$ cat src/rtl/sertx_pkg.sv
package sertx_pkg;

  localparam logic [2:0] FMT_D8   = 3'd1;
  localparam logic [2:0] FMT_D7P  = 3'd3;
  localparam logic [2:0] FMT_D9   = 3'd4;
  localparam logic [2:0] FMT_MARK = 3'd5;
  localparam logic [2:0] FMT_D8P  = 3'd7;

  typedef enum logic [1:0] {
    SH_IDLE  = 2'd0,
    SH_START = 2'd1,
    SH_BITS  = 2'd2,
    SH_STOP  = 2'd3
  } shift_state_e;

  // Payload as sent, bit 0 first; unused upper bits are zero.
  function automatic logic [8:0] shape_payload(input logic [2:0] fmt,
                                               input logic [8:0] d,
                                               input logic       odd);
    logic [8:0] p;
    case (fmt)
      FMT_D7P:           p = {1'b0, (^d[6:0]) ^ odd, d[6:0]};
      FMT_D8P:           p = {(^d[7:0]) ^ odd, d[7:0]};
      FMT_D9, FMT_MARK:  p = d;
      default:           p = {1'b0, d[7:0]};
    endcase
    return p;
  endfunction

  function automatic logic [3:0] payload_len(input logic [2:0] fmt);
    logic [3:0] n;
    case (fmt)
      FMT_D8P, FMT_D9, FMT_MARK: n = 4'd9;
      default:                   n = 4'd8;
    endcase
    return n;
  endfunction

endpackage

$ cat src/rtl/sertx_fifo.sv
module sertx_fifo #(
  parameter int DW    = 9,
  parameter int DEPTH = 16
) (
  input  logic                       clk,
  input  logic                       rst_n,
  input  logic                       flush,
  input  logic                       push,
  input  logic [DW-1:0]              wdata,
  input  logic                       pop,
  output logic [DW-1:0]              rdata,
  output logic [$clog2(DEPTH):0]     count
);
  localparam int AW = $clog2(DEPTH);
  localparam int CW = AW + 1;

  logic [DW-1:0] mem [DEPTH];
  logic [AW-1:0] wptr_q, wptr_d, rptr_q, rptr_d;
  logic [CW-1:0] cnt_q, cnt_d;
  logic          push_ok, pop_ok;

  assign push_ok = push && !flush && (cnt_q != CW'(DEPTH));
  assign pop_ok  = pop  && !flush && (cnt_q != '0);

  always_comb begin
    wptr_d = wptr_q;
    rptr_d = rptr_q;
    cnt_d  = cnt_q;
    if (flush) begin
      wptr_d = '0;
      rptr_d = '0;
      cnt_d  = '0;
    end else begin
      if (push_ok) wptr_d = wptr_q + AW'(1);
      if (pop_ok)  rptr_d = rptr_q + AW'(1);
      case ({push_ok, pop_ok})
        2'b10:   cnt_d = cnt_q + CW'(1);
        2'b01:   cnt_d = cnt_q - CW'(1);
        default: cnt_d = cnt_q;
      endcase
    end
  end

  always_ff @(posedge clk or negedge rst_n) begin
    if (!rst_n) begin
      wptr_q <= '0;
      rptr_q <= '0;
      cnt_q  <= '0;
    end else begin
      wptr_q <= wptr_d;
      rptr_q <= rptr_d;
      cnt_q  <= cnt_d;
    end
  end

  always_ff @(posedge clk) begin
    if (push_ok) mem[wptr_q] <= wdata;
  end

  assign rdata = mem[rptr_q];
  assign count = cnt_q;
endmodule

$ cat src/rtl/sertx_shift.sv
module sertx_shift
  import sertx_pkg::*;
#(
  parameter int TPB = 16
) (
  input  logic                         clk,
  input  logic                         rst_n,
  input  logic                         tick,
  input  logic                         load,
  input  logic [8:0]                   pay,
  input  logic [3:0]                   nbits,
  input  logic [$clog2(2*TPB+1)-1:0]   stop_ticks,
  output logic                         txd,
  output logic                         busy
);
  localparam int STW = $clog2(2*TPB+1);

  shift_state_e   st_q, st_d;
  logic [STW-1:0] tcnt_q, tcnt_d, stop_q, stop_d;
  logic [3:0]     bidx_q, bidx_d, nb_q, nb_d;
  logic [8:0]     sh_q, sh_d;
  logic           txd_q, txd_d;

  always_comb begin
    st_d   = st_q;
    tcnt_d = tcnt_q;
    stop_d = stop_q;
    bidx_d = bidx_q;
    nb_d   = nb_q;
    sh_d   = sh_q;
    txd_d  = txd_q;
    case (st_q)
      SH_IDLE: begin
        txd_d = 1'b1;
        if (load) begin
          st_d   = SH_START;
          tcnt_d = '0;
          sh_d   = pay;
          nb_d   = nbits;
          stop_d = stop_ticks;
          txd_d  = 1'b0;
        end
      end
      SH_START: if (tick) begin
        if (tcnt_q == STW'(TPB-1)) begin
          st_d   = SH_BITS;
          tcnt_d = '0;
          bidx_d = '0;
          txd_d  = sh_q[0];
        end else tcnt_d = tcnt_q + STW'(1);
      end
      SH_BITS: if (tick) begin
        if (tcnt_q == STW'(TPB-1)) begin
          tcnt_d = '0;
          if (bidx_q == nb_q - 4'd1) begin
            st_d  = SH_STOP;
            txd_d = 1'b1;
          end else begin
            bidx_d = bidx_q + 4'd1;
            sh_d   = {1'b0, sh_q[8:1]};
            txd_d  = sh_q[1];
          end
        end else tcnt_d = tcnt_q + STW'(1);
      end
      SH_STOP: if (tick) begin
        if (tcnt_q == stop_q - STW'(1)) st_d = SH_IDLE;
        else                            tcnt_d = tcnt_q + STW'(1);
      end
      default: st_d = SH_IDLE;
    endcase
  end

  always_ff @(posedge clk or negedge rst_n) begin
    if (!rst_n) begin
      st_q   <= SH_IDLE;
      tcnt_q <= '0;
      stop_q <= '0;
      bidx_q <= '0;
      nb_q   <= '0;
      sh_q   <= '0;
      txd_q  <= 1'b1;
    end else begin
      st_q   <= st_d;
      tcnt_q <= tcnt_d;
      stop_q <= stop_d;
      bidx_q <= bidx_d;
      nb_q   <= nb_d;
      sh_q   <= sh_d;
      txd_q  <= txd_d;
    end
  end

  assign txd  = txd_q;
  assign busy = (st_q != SH_IDLE);
endmodule

$ cat src/rtl/sertx_top.sv
module sertx_top
  import sertx_pkg::*;
#(
  parameter int DEPTH = 16,
  parameter int TPB   = 16
) (
  input  logic       clk,
  input  logic       rst_n,
  input  logic       tick16,
  input  logic       wr_en,
  input  logic [8:0] wr_data,
  input  logic       flush,
  input  logic [2:0] fmt_mode,
  input  logic [1:0] stop_sel,
  input  logic       par_odd,
  input  logic       cts_en,
  input  logic       cts_n,
  output logic       txd,
  output logic       st_done,
  output logic       st_half,
  output logic       st_has,
  output logic       st_full
);
  localparam int DW  = 9;
  localparam int CW  = $clog2(DEPTH) + 1;
  localparam int STW = $clog2(2*TPB+1);
  localparam int HALF_TICKS = TPB / 2;

  logic [DW-1:0]  head;
  logic [CW-1:0]  fill;
  logic           fr_busy;
  logic           launch;
  logic           peer_ok;
  logic [STW-1:0] stop_len;

  assign peer_ok  = !cts_en || !cts_n;
  assign launch   = !fr_busy && !flush && (fill != '0) && peer_ok;
  assign stop_len = STW'((32'(stop_sel) + 32'd1) * HALF_TICKS);

  sertx_fifo #(.DW(DW), .DEPTH(DEPTH)) u_fifo (
    .clk   (clk),
    .rst_n (rst_n),
    .flush (flush),
    .push  (wr_en),
    .wdata (wr_data),
    .pop   (launch),
    .rdata (head),
    .count (fill)
  );

  sertx_shift #(.TPB(TPB)) u_shift (
    .clk        (clk),
    .rst_n      (rst_n),
    .tick       (tick16),
    .load       (launch),
    .pay        (shape_payload(fmt_mode, head, par_odd)),
    .nbits      (payload_len(fmt_mode)),
    .stop_ticks (stop_len),
    .txd        (txd),
    .busy       (fr_busy)
  );

  assign st_has  = (fill != '0);
  assign st_full = (fill == CW'(DEPTH));
  assign st_half = (fill <= CW'(DEPTH/2));
  assign st_done = !st_has && !fr_busy;
endmodule

$ cat config.mk
export PLATFORM = sky130hd
export DESIGN_NAME = sertx_top
export DESIGN_NICKNAME = d
export VERILOG_FILES = /design/src/rtl/sertx_pkg.sv /design/src/rtl/sertx_fifo.sv /design/src/rtl/sertx_shift.sv /design/src/rtl/sertx_top.sv
export SDC_FILE = /design/constraint.sdc
export NUM_CORES = 1
export LEC_CHECK = 0
export CAP_MARGIN = 10
export CORE_UTILIZATION = 31
export CTS_BUF_LIST = sky130_fd_sc_hd__clkbuf_4 sky130_fd_sc_hd__clkbuf_8
export CTS_CLUSTER_DIAMETER = 60
export CTS_CLUSTER_SIZE = 20
export DETAILED_ROUTE_END_ITERATION = 12
export PLACE_DENSITY = 0.55
export SETUP_SLACK_MARGIN = 0.4
export SYNTH_ARGS = -nofsm -noshare
export SYNTH_HDL_FRONTEND = slang
export SYNTH_SLANG_ARGS = --single-unit
export TNS_END_PERCENT = 20
$ cat constraint.sdc
create_clock -name clk -period 3.1 [get_ports clk]
set_input_delay 0.62 -clock clk [delete_from_list [all_inputs] [get_ports clk]]
set_output_delay 0.62 -clock clk [all_outputs]
set_load 0.02 [all_outputs]
Word level (Yosys, flattened, before mapping)
Memories as Yosys holds them, arrays and structs flattened.
Index checks and enable logic that the tools add are counted.
{"block": "word_totals", "regBits": 42, "ramBits": 144, "wordCells": 125, "memories": 1}
{"block": "op_classes", "n_addsub": 9, "order_cmp": 1, "eq_ne": 25, "n_mux": 43, "n_bitwise": 2, "n_reduce_logical": 34}
{"name": "u_fifo.mem", "depth": 16, "word_bits": 9, "rd": 1, "rd_ports_with_merged_regs": 0, "wr": 1, "line_no": "sertx_fifo.sv:17", "rtl": "logic [DW-1:0] mem [DEPTH];"}
{"cell": "$mux W4", "count": 9}
{"cell": "$mux W9", "count": 4}
{"cell": "$mux W6", "count": 5}
{"cell": "$pmux W9 S3", "count": 1}
{"cell": "$pmux W6 S3", "count": 1}
{"cell": "$pmux W9 S2", "count": 1}
{"cell": "$mux W2", "count": 8}
{"cell": "$add A4 B1 Y4 const B", "count": 3}
{"cell": "$ne A2 B2 Y1 const B", "count": 6}
{"cell": "$ne A2 B1 Y1 const B", "count": 5}
{"cell": "$pmux W5 S2", "count": 1}
{"cell": "$reduce_and A5 Y1", "count": 2}
{"cell": "$reduce_bool A2 Y1", "count": 5}
{"cell": "$eq A3 B3 Y1 const B", "count": 3}
{"cell": "$mux W1", "count": 9}
{"cell": "$logic_and A1 B1 Y1", "count": 8}
{"cell": "$pmux W2 S4", "count": 1}
{"cell": "$pmux W4 S2", "count": 1}
{"cell": "$reduce_and A8 Y1", "count": 1}
{"cell": "$reduce_xor A8 Y1", "count": 1}
{"cell": "$reduce_xor A7 Y1", "count": 1}
{"cell": "$add A6 B1 Y6 const B", "count": 1}
{"cell": "$eq A2 B2 Y1 const B", "count": 3}
{"cell": "$eq A6 B4 Y1 const B", "count": 1}
{"cell": "other kinds (25)", "count": 33}

Depth between registers and ports, before layout
{"block": "logic_depth", "word_depth": 10, "depth_mapped": 11, "depth_no_buf": 11}

Modules after synthesis
Synthesis repeated with hierarchy kept, for this count alone.
{"block": "hier_totals", "cells_unflattened": 554, "area_unflattened_um2": 8609.5}
{"module": "sertx_fifo", "n_inst": 1, "cells_per_inst": 321, "area_per_inst_um2": 6416.2, "seq_area_each_um2": 4649.5}
{"module": "sertx_shift", "n_inst": 1, "cells_per_inst": 203, "area_per_inst_um2": 1981.9, "seq_area_each_um2": 802.0}
{"module": "sertx_top", "n_inst": 1, "cells_per_inst": 30, "area_per_inst_um2": 211.5, "seq_area_each_um2": 0.0}

Worst setup path after synthesis
No wires, ideal clock.
{"block": "synth_path", "kind": "reg-to-reg", "startpoint": "register u_fifo.rptr_q[0]", "endpoint": "register u_shift.sh_q[8]", "setup_time_ps": 133, "t_arrival_ps": 2481, "required_time_ps": 2967, "slack_ps": 485, "stages_incl_launch_ff": 8, "n_path_buf": 2, "period_less_slack_ps": 2615, "cell_sequence": "dfrtp_1 > buf_2 > buf_2 > mux4_2 > mux4_2 > a21boi_1 > nor3b_1 > a2111oi_2"}
{"block": "synth_between", "elab_chain_len": 6}
{"element": "start: declaration", "line_no": "sertx_fifo.sv:18", "rtl": "logic [AW-1:0] wptr_q, wptr_d, rptr_q, rptr_d;"}
{"element": "start signal: assignment", "line_no": "sertx_fifo.sv:51", "rtl": "rptr_q <= rptr_d;"}
{"element": "$mem_v2 Z16 W9 (*)"}
{"element": "$reduce_xor A8 Y1", "line_no": "sertx_pkg.sv:23", "rtl": "FMT_D8P: p = {(^d[7:0]) ^ odd, d[7:0]};"}
{"element": "$xor A1 B1 Y1", "line_no": "sertx_pkg.sv:23"}
{"element": "$pmux W9 S3 (*)", "line_no": "sertx_pkg.sv:21", "rtl": "case (fmt)"}
{"element": "$mux W9 (*)", "line_no": "sertx_shift.sv:35", "rtl": "if (load) begin"}
{"element": "$pmux W9 S2 (*)", "line_no": "sertx_shift.sv:32", "rtl": "case (st_q)"}
{"element": "end signal: assignment", "line_no": "sertx_shift.sv:80", "rtl": "sh_q <= '0;"}
{"element": "end signal: assignment", "line_no": "sertx_shift.sv:88", "rtl": "sh_q <= sh_d;"}
{"element": "end: declaration", "line_no": "sertx_shift.sv:21", "rtl": "logic [8:0] sh_q, sh_d;"}
Every way passes the cells marked *; elsewhere a longest branch is shown, timed or not. The select of a mux whose other input is x is not followed.
A chain may end at the register's enable or synchronous reset.

Worst setup path after layout
Same ends and word-level chain as after synthesis.

==> results.py <==
metrics = {
    "timing": {
        "hold-worst-slack_ps": 293.2,
        "final-max-slew-violation-count": 0,
        "fmax_ghz": 0.3799,
        "max_slew_margin": 0.3562,
        "worstMarginPinSlew_ps": 965.8,
        "fin_crit_sh": 0.8492,
        "min_period_ps": 2632,
        "fin_skew_ps": 17.49,
        "finalHoldViolCount": 0,
        "tns_ps": 0,
        "finalSetupViolations": 0,
        "rsz0062_at_grt": "true",
    },
    "final_layout": {
        "num_antenna_cells": 0,
        "layout-drive-gt1-share": 0.2133,
        "stdcell_count": 902,
        "fin_nets": 601,
        "final_util": 0.3674,
        "multi_input_area_um2": 2542,
        "regArea_um2": 5328,
        "syn2layout_area_growth_pct": 16.51,
        "fill_cells": 2326,
    },
    "global_route": {
        "grt_pass1_wl_mm": 26.01,
        "grt_max_degree": 41,
        "grt.overflow.total": 0,
        "grt_pass1_vias": 4632,
        "antenna_found_initial": 0,
        "grt.total_usage": 0.1326,
    },
    "synthesis": {
        "ys.flop_type": "edfxtp_1",
        "synth-xor-area-share": 0.02316,
        "yosys.area_share.simple": 0.08052,
        "syn_area_per_cell_um2": 15.54,
        "yosysSeqAreaShare": 0.6708,
        "synth_top_area_share": 0.5446,
        "synth_edf_count": 144,
        "syn_inst": 511,
        "synth_nets": 550,
        "synth_area_leaders": "edfxtp_1 54%, dfrtp_1 12%, mux4_2 9.6%, ha_1 2.7%, nand2_1 2.1%",
        "synth.mux.area_fraction": 0.1165,
        "synth_compound_area_frac": 0.06083,
        "yosys.area.top_type": "edfxtp_1",
        "synth_top_family_by_area": "multiplexers",
        "synthAdderAreaFrac": 0.02679,
        "synth-seq-cells": 184,
        "synthArstFlopShare": 0.2174,
        "synth_cell_types": 51,
        "syn-cell-area_um2": 7940,
        "ys_warn_count": 0,
    },
    "setup_path": {
        "crit_type": "reg2reg",
        "reg2regPathDepth": 9,
        "critPathLaunchType": "flip-flop",
        "cp.required_ps": 3450,
        "r2r-end": "u_shift.sh_q[8]",
        "worstSetupEndpointType": "flip-flop",
        "regToRegSetupSlack_ps": 470,
        "critical_path_peak_fanout": 8,
        "r2r_start": "u_fifo.rptr_q[0]",
        "arrival_ps": 2980,
    },
    "pwr": {
        "power_density_nw_per_um2": 627.5,
        "leakagePower_nw": 3.184,
        "ir_drop_v": 0.0002351,
        "power_mw": 5.805,
    },
    "routing": {
        "drt-total-wl_mm": 16.05,
        "dr.pass1.iters": 4,
        "via_count": 4383,
        "wire_per_inst_um": 17.79,
        "viasPerCell": 4.859,
        "drtIter0Drc": 362,
        "ant_nets": 0,
        "drc": 0,
    },
    "clock_tree": {
        "clkTransAtPathRegs_ps": 100,
        "cts-buffers-inserted": 17,
        "clkLatencyLatePin_ps": 460,
        "cts_tree": "yes",
        "clock-sinks": 184,
        "root_buffer": "clkbuf_8",
        "cts_buffer_depth": 2,
        "h-tree-depth": 4,
    },
    "outcome": {
        "outcome": "finished, final reports clean",
    },
    "flow_run": {
        "cap_violations": 0,
    },
    "floorplanning": {
        "die_y_um": 162.0,
        "rows": 58,
        "start_util": 0.3153,
        "coreArea_um2": 25180,
        "io-pin-count": 27,
        "die_area_um2": 26260,
        "die_x_um": 162.0,
    },
    "hold_path": {
        "hold_path_class": "in2async",
    },
    "placed_design": {
        "place_hpwl_mm": 10.69,
        "io_buffers": 26,
        "gp_congestion": 0.7993,
        "dp_cells": 867,
    },
}
cells in the final DEF, fill, tap and decap left out, types with 4 or more instances in the layout:
| master | Yosys | final |
|---|---|---|
| dfrtp_1 | 39 | 38 |
| and3_1 | 7 | 7 |
| o31ai_1 | 4 | 4 |
| a22oi_2 | 0 | 8 |
| nand2_2 | 0 | 7 |
| xor2_1 | 6 | 5 |
| nor2_1 | 26 | 26 |
| buf_4 | 0 | 21 |
| ha_1 | 17 | 16 |
| clkdlybuf4s50_1 | 0 | 23 |
| edfxtp_1 | 144 | 144 |
| nand3_1 | 7 | 7 |
| inv_1 | 18 | 18 |
| inv_6 | 0 | 5 |
| nor3_1 | 6 | 5 |
| a22oi_1 | 14 | 6 |
| nand2_1 | 45 | 38 |
| a31oi_1 | 10 | 10 |
| xnor2_1 | 15 | 12 |
| buf_12 | 0 | 4 |
| mux4_2 | 34 | 35 |
| and2_1 | 17 | 17 |
| clkbuf_8 | 0 | 17 |
| or3_1 | 5 | 5 |
| a21oi_1 | 14 | 14 |
| o21ai_0 | 18 | 18 |
cells by family (layout without fill, tap and decap cells):
| group | Yosys count | in the layout |
|---|---|---|
| AO/OA/AOI/OAI | 75 | 75 |
| AND/OR/NAND/NOR | 131 | 131 |
| XOR/XNOR | 21 | 21 |
| multiplexers | 43 | 43 |
| adder cells (fa/ha/maj) | 17 | 17 |
| buffers and inverters | 40 | 101 |
| flip-flops | 184 | 184 |
per-stage QoR:
stage / cell area, um^2 / setup slack (ps)
after floorplan: 7940 / 485.3
after global placement: 8677 / 369.4
after detailed placement: 8677 / 251.7
after CTS: 9055 / 335.0
after global routing: 9251 / 330.9
final: 9251 / 467.6
layout make-up:
type / instances / area share
Tap cell: 330 / 0.04463
Multi-Input combinational cell: 287 / 0.2748
Sequential cell: 184 / 0.5759
Inverter: 20 / 0.008115
Clock inverter: 12 / 0.01515
Clock buffer: 17 / 0.02529
Timing Repair Buffer: 52 / 0.05613
how the worst max path moves through the flow:
stage / slack [ps] / to / depth (start not counted) / start
floorplan: 490 / u_shift.sh_q[8] / 7 / u_fifo.rptr_q[0]
global placement: 370 / u_fifo.count[4] / 11 / flush
detailed placement: 250 / u_fifo.count[4] / 11 / flush
CTS: 340 / u_shift.sh_q[8] / 9 / u_fifo.rptr_q[0]
global route: 330 / u_shift.sh_q[8] / 9 / u_fifo.rptr_q[0]
finish: 470 / u_shift.sh_q[8] / 9 / u_fifo.rptr_q[0]
synthesized netlist by cell type, types with 2 or more instances:
master,number
a21oi_1,14
a22o_1,3
a22oi_1,14
a31oi_1,10
and2_1,17
and3_1,7
buf_1,2
buf_2,4
buf_6,2
clkbuf_1,12
dfrtp_1,39
edfxtp_1,144
ha_1,17
inv_1,18
mux2_2,3
mux2i_1,2
mux4_1,4
mux4_2,34
nand2_1,45
nand2b_1,3
nand3_1,7
nand4_1,2
nor2_1,26
nor2b_1,3
nor3_1,6
nor4_1,2
nor4b_1,2
o21ai_0,18
o21ai_1,3
o31ai_1,4
or3_1,5
xnor2_1,15
xor2_1,6
state kept, by name, indices dropped and copies added (netlist names):
signal          count
u_fifo.mem        144
u_shift.sh_q        9
u_shift.tcnt_q      6
u_fifo.count        5
u_fifo.rptr_q       4
u_fifo.wptr_q       4
u_shift.bidx_q      4
u_shift.stop_q      3
u_shift.nb_q        2
u_shift.st_q        2
u_shift.txd         1
layer usage:
metal | track usage | vias to the layer above | part of all wire
li1 | - | 2056 | -
met1 | 0.1708 | 2238 | 0.45
met2 | 0.2216 | 77 | 0.50
met5 | 0 | - | 0
met3 | 0.02528 | 12 | 0.037
met4 | 0.05017 | 0 | 0.012
power by group:
group | internal, mW | leakage [nW] | total (mW) | switching (mW)
clock network | 0.718 | 0.189 | 1.56 | 0.846
logic | 0.597 | 1.19 | 1.30 | 0.702
registers | 2.82 | 1.81 | 2.94 | 0.121
critical path: stages (launching register included):
cell and delay, ps:
dfrtp_2 520, buf_12 180, mux4_2 500, a22oi_2 300, nand2_2 120, xor2_2 160
xnor2_1 220, xnor2_2 170, nor3b_2 80, a2111oi_2 280
timing repair:
item | CTS | global route
hold buffers | 0 | 0
gates resized for setup | 2 | 33
buffers inserted | 0 | 5
gates cloned | 0 | 1
hold endpoints to repair | 0 | 0
setup endpoints to repair | 3 | 6
pin swaps | 0 | 12
Note: power is estimated with default switching activity, not from simulation.
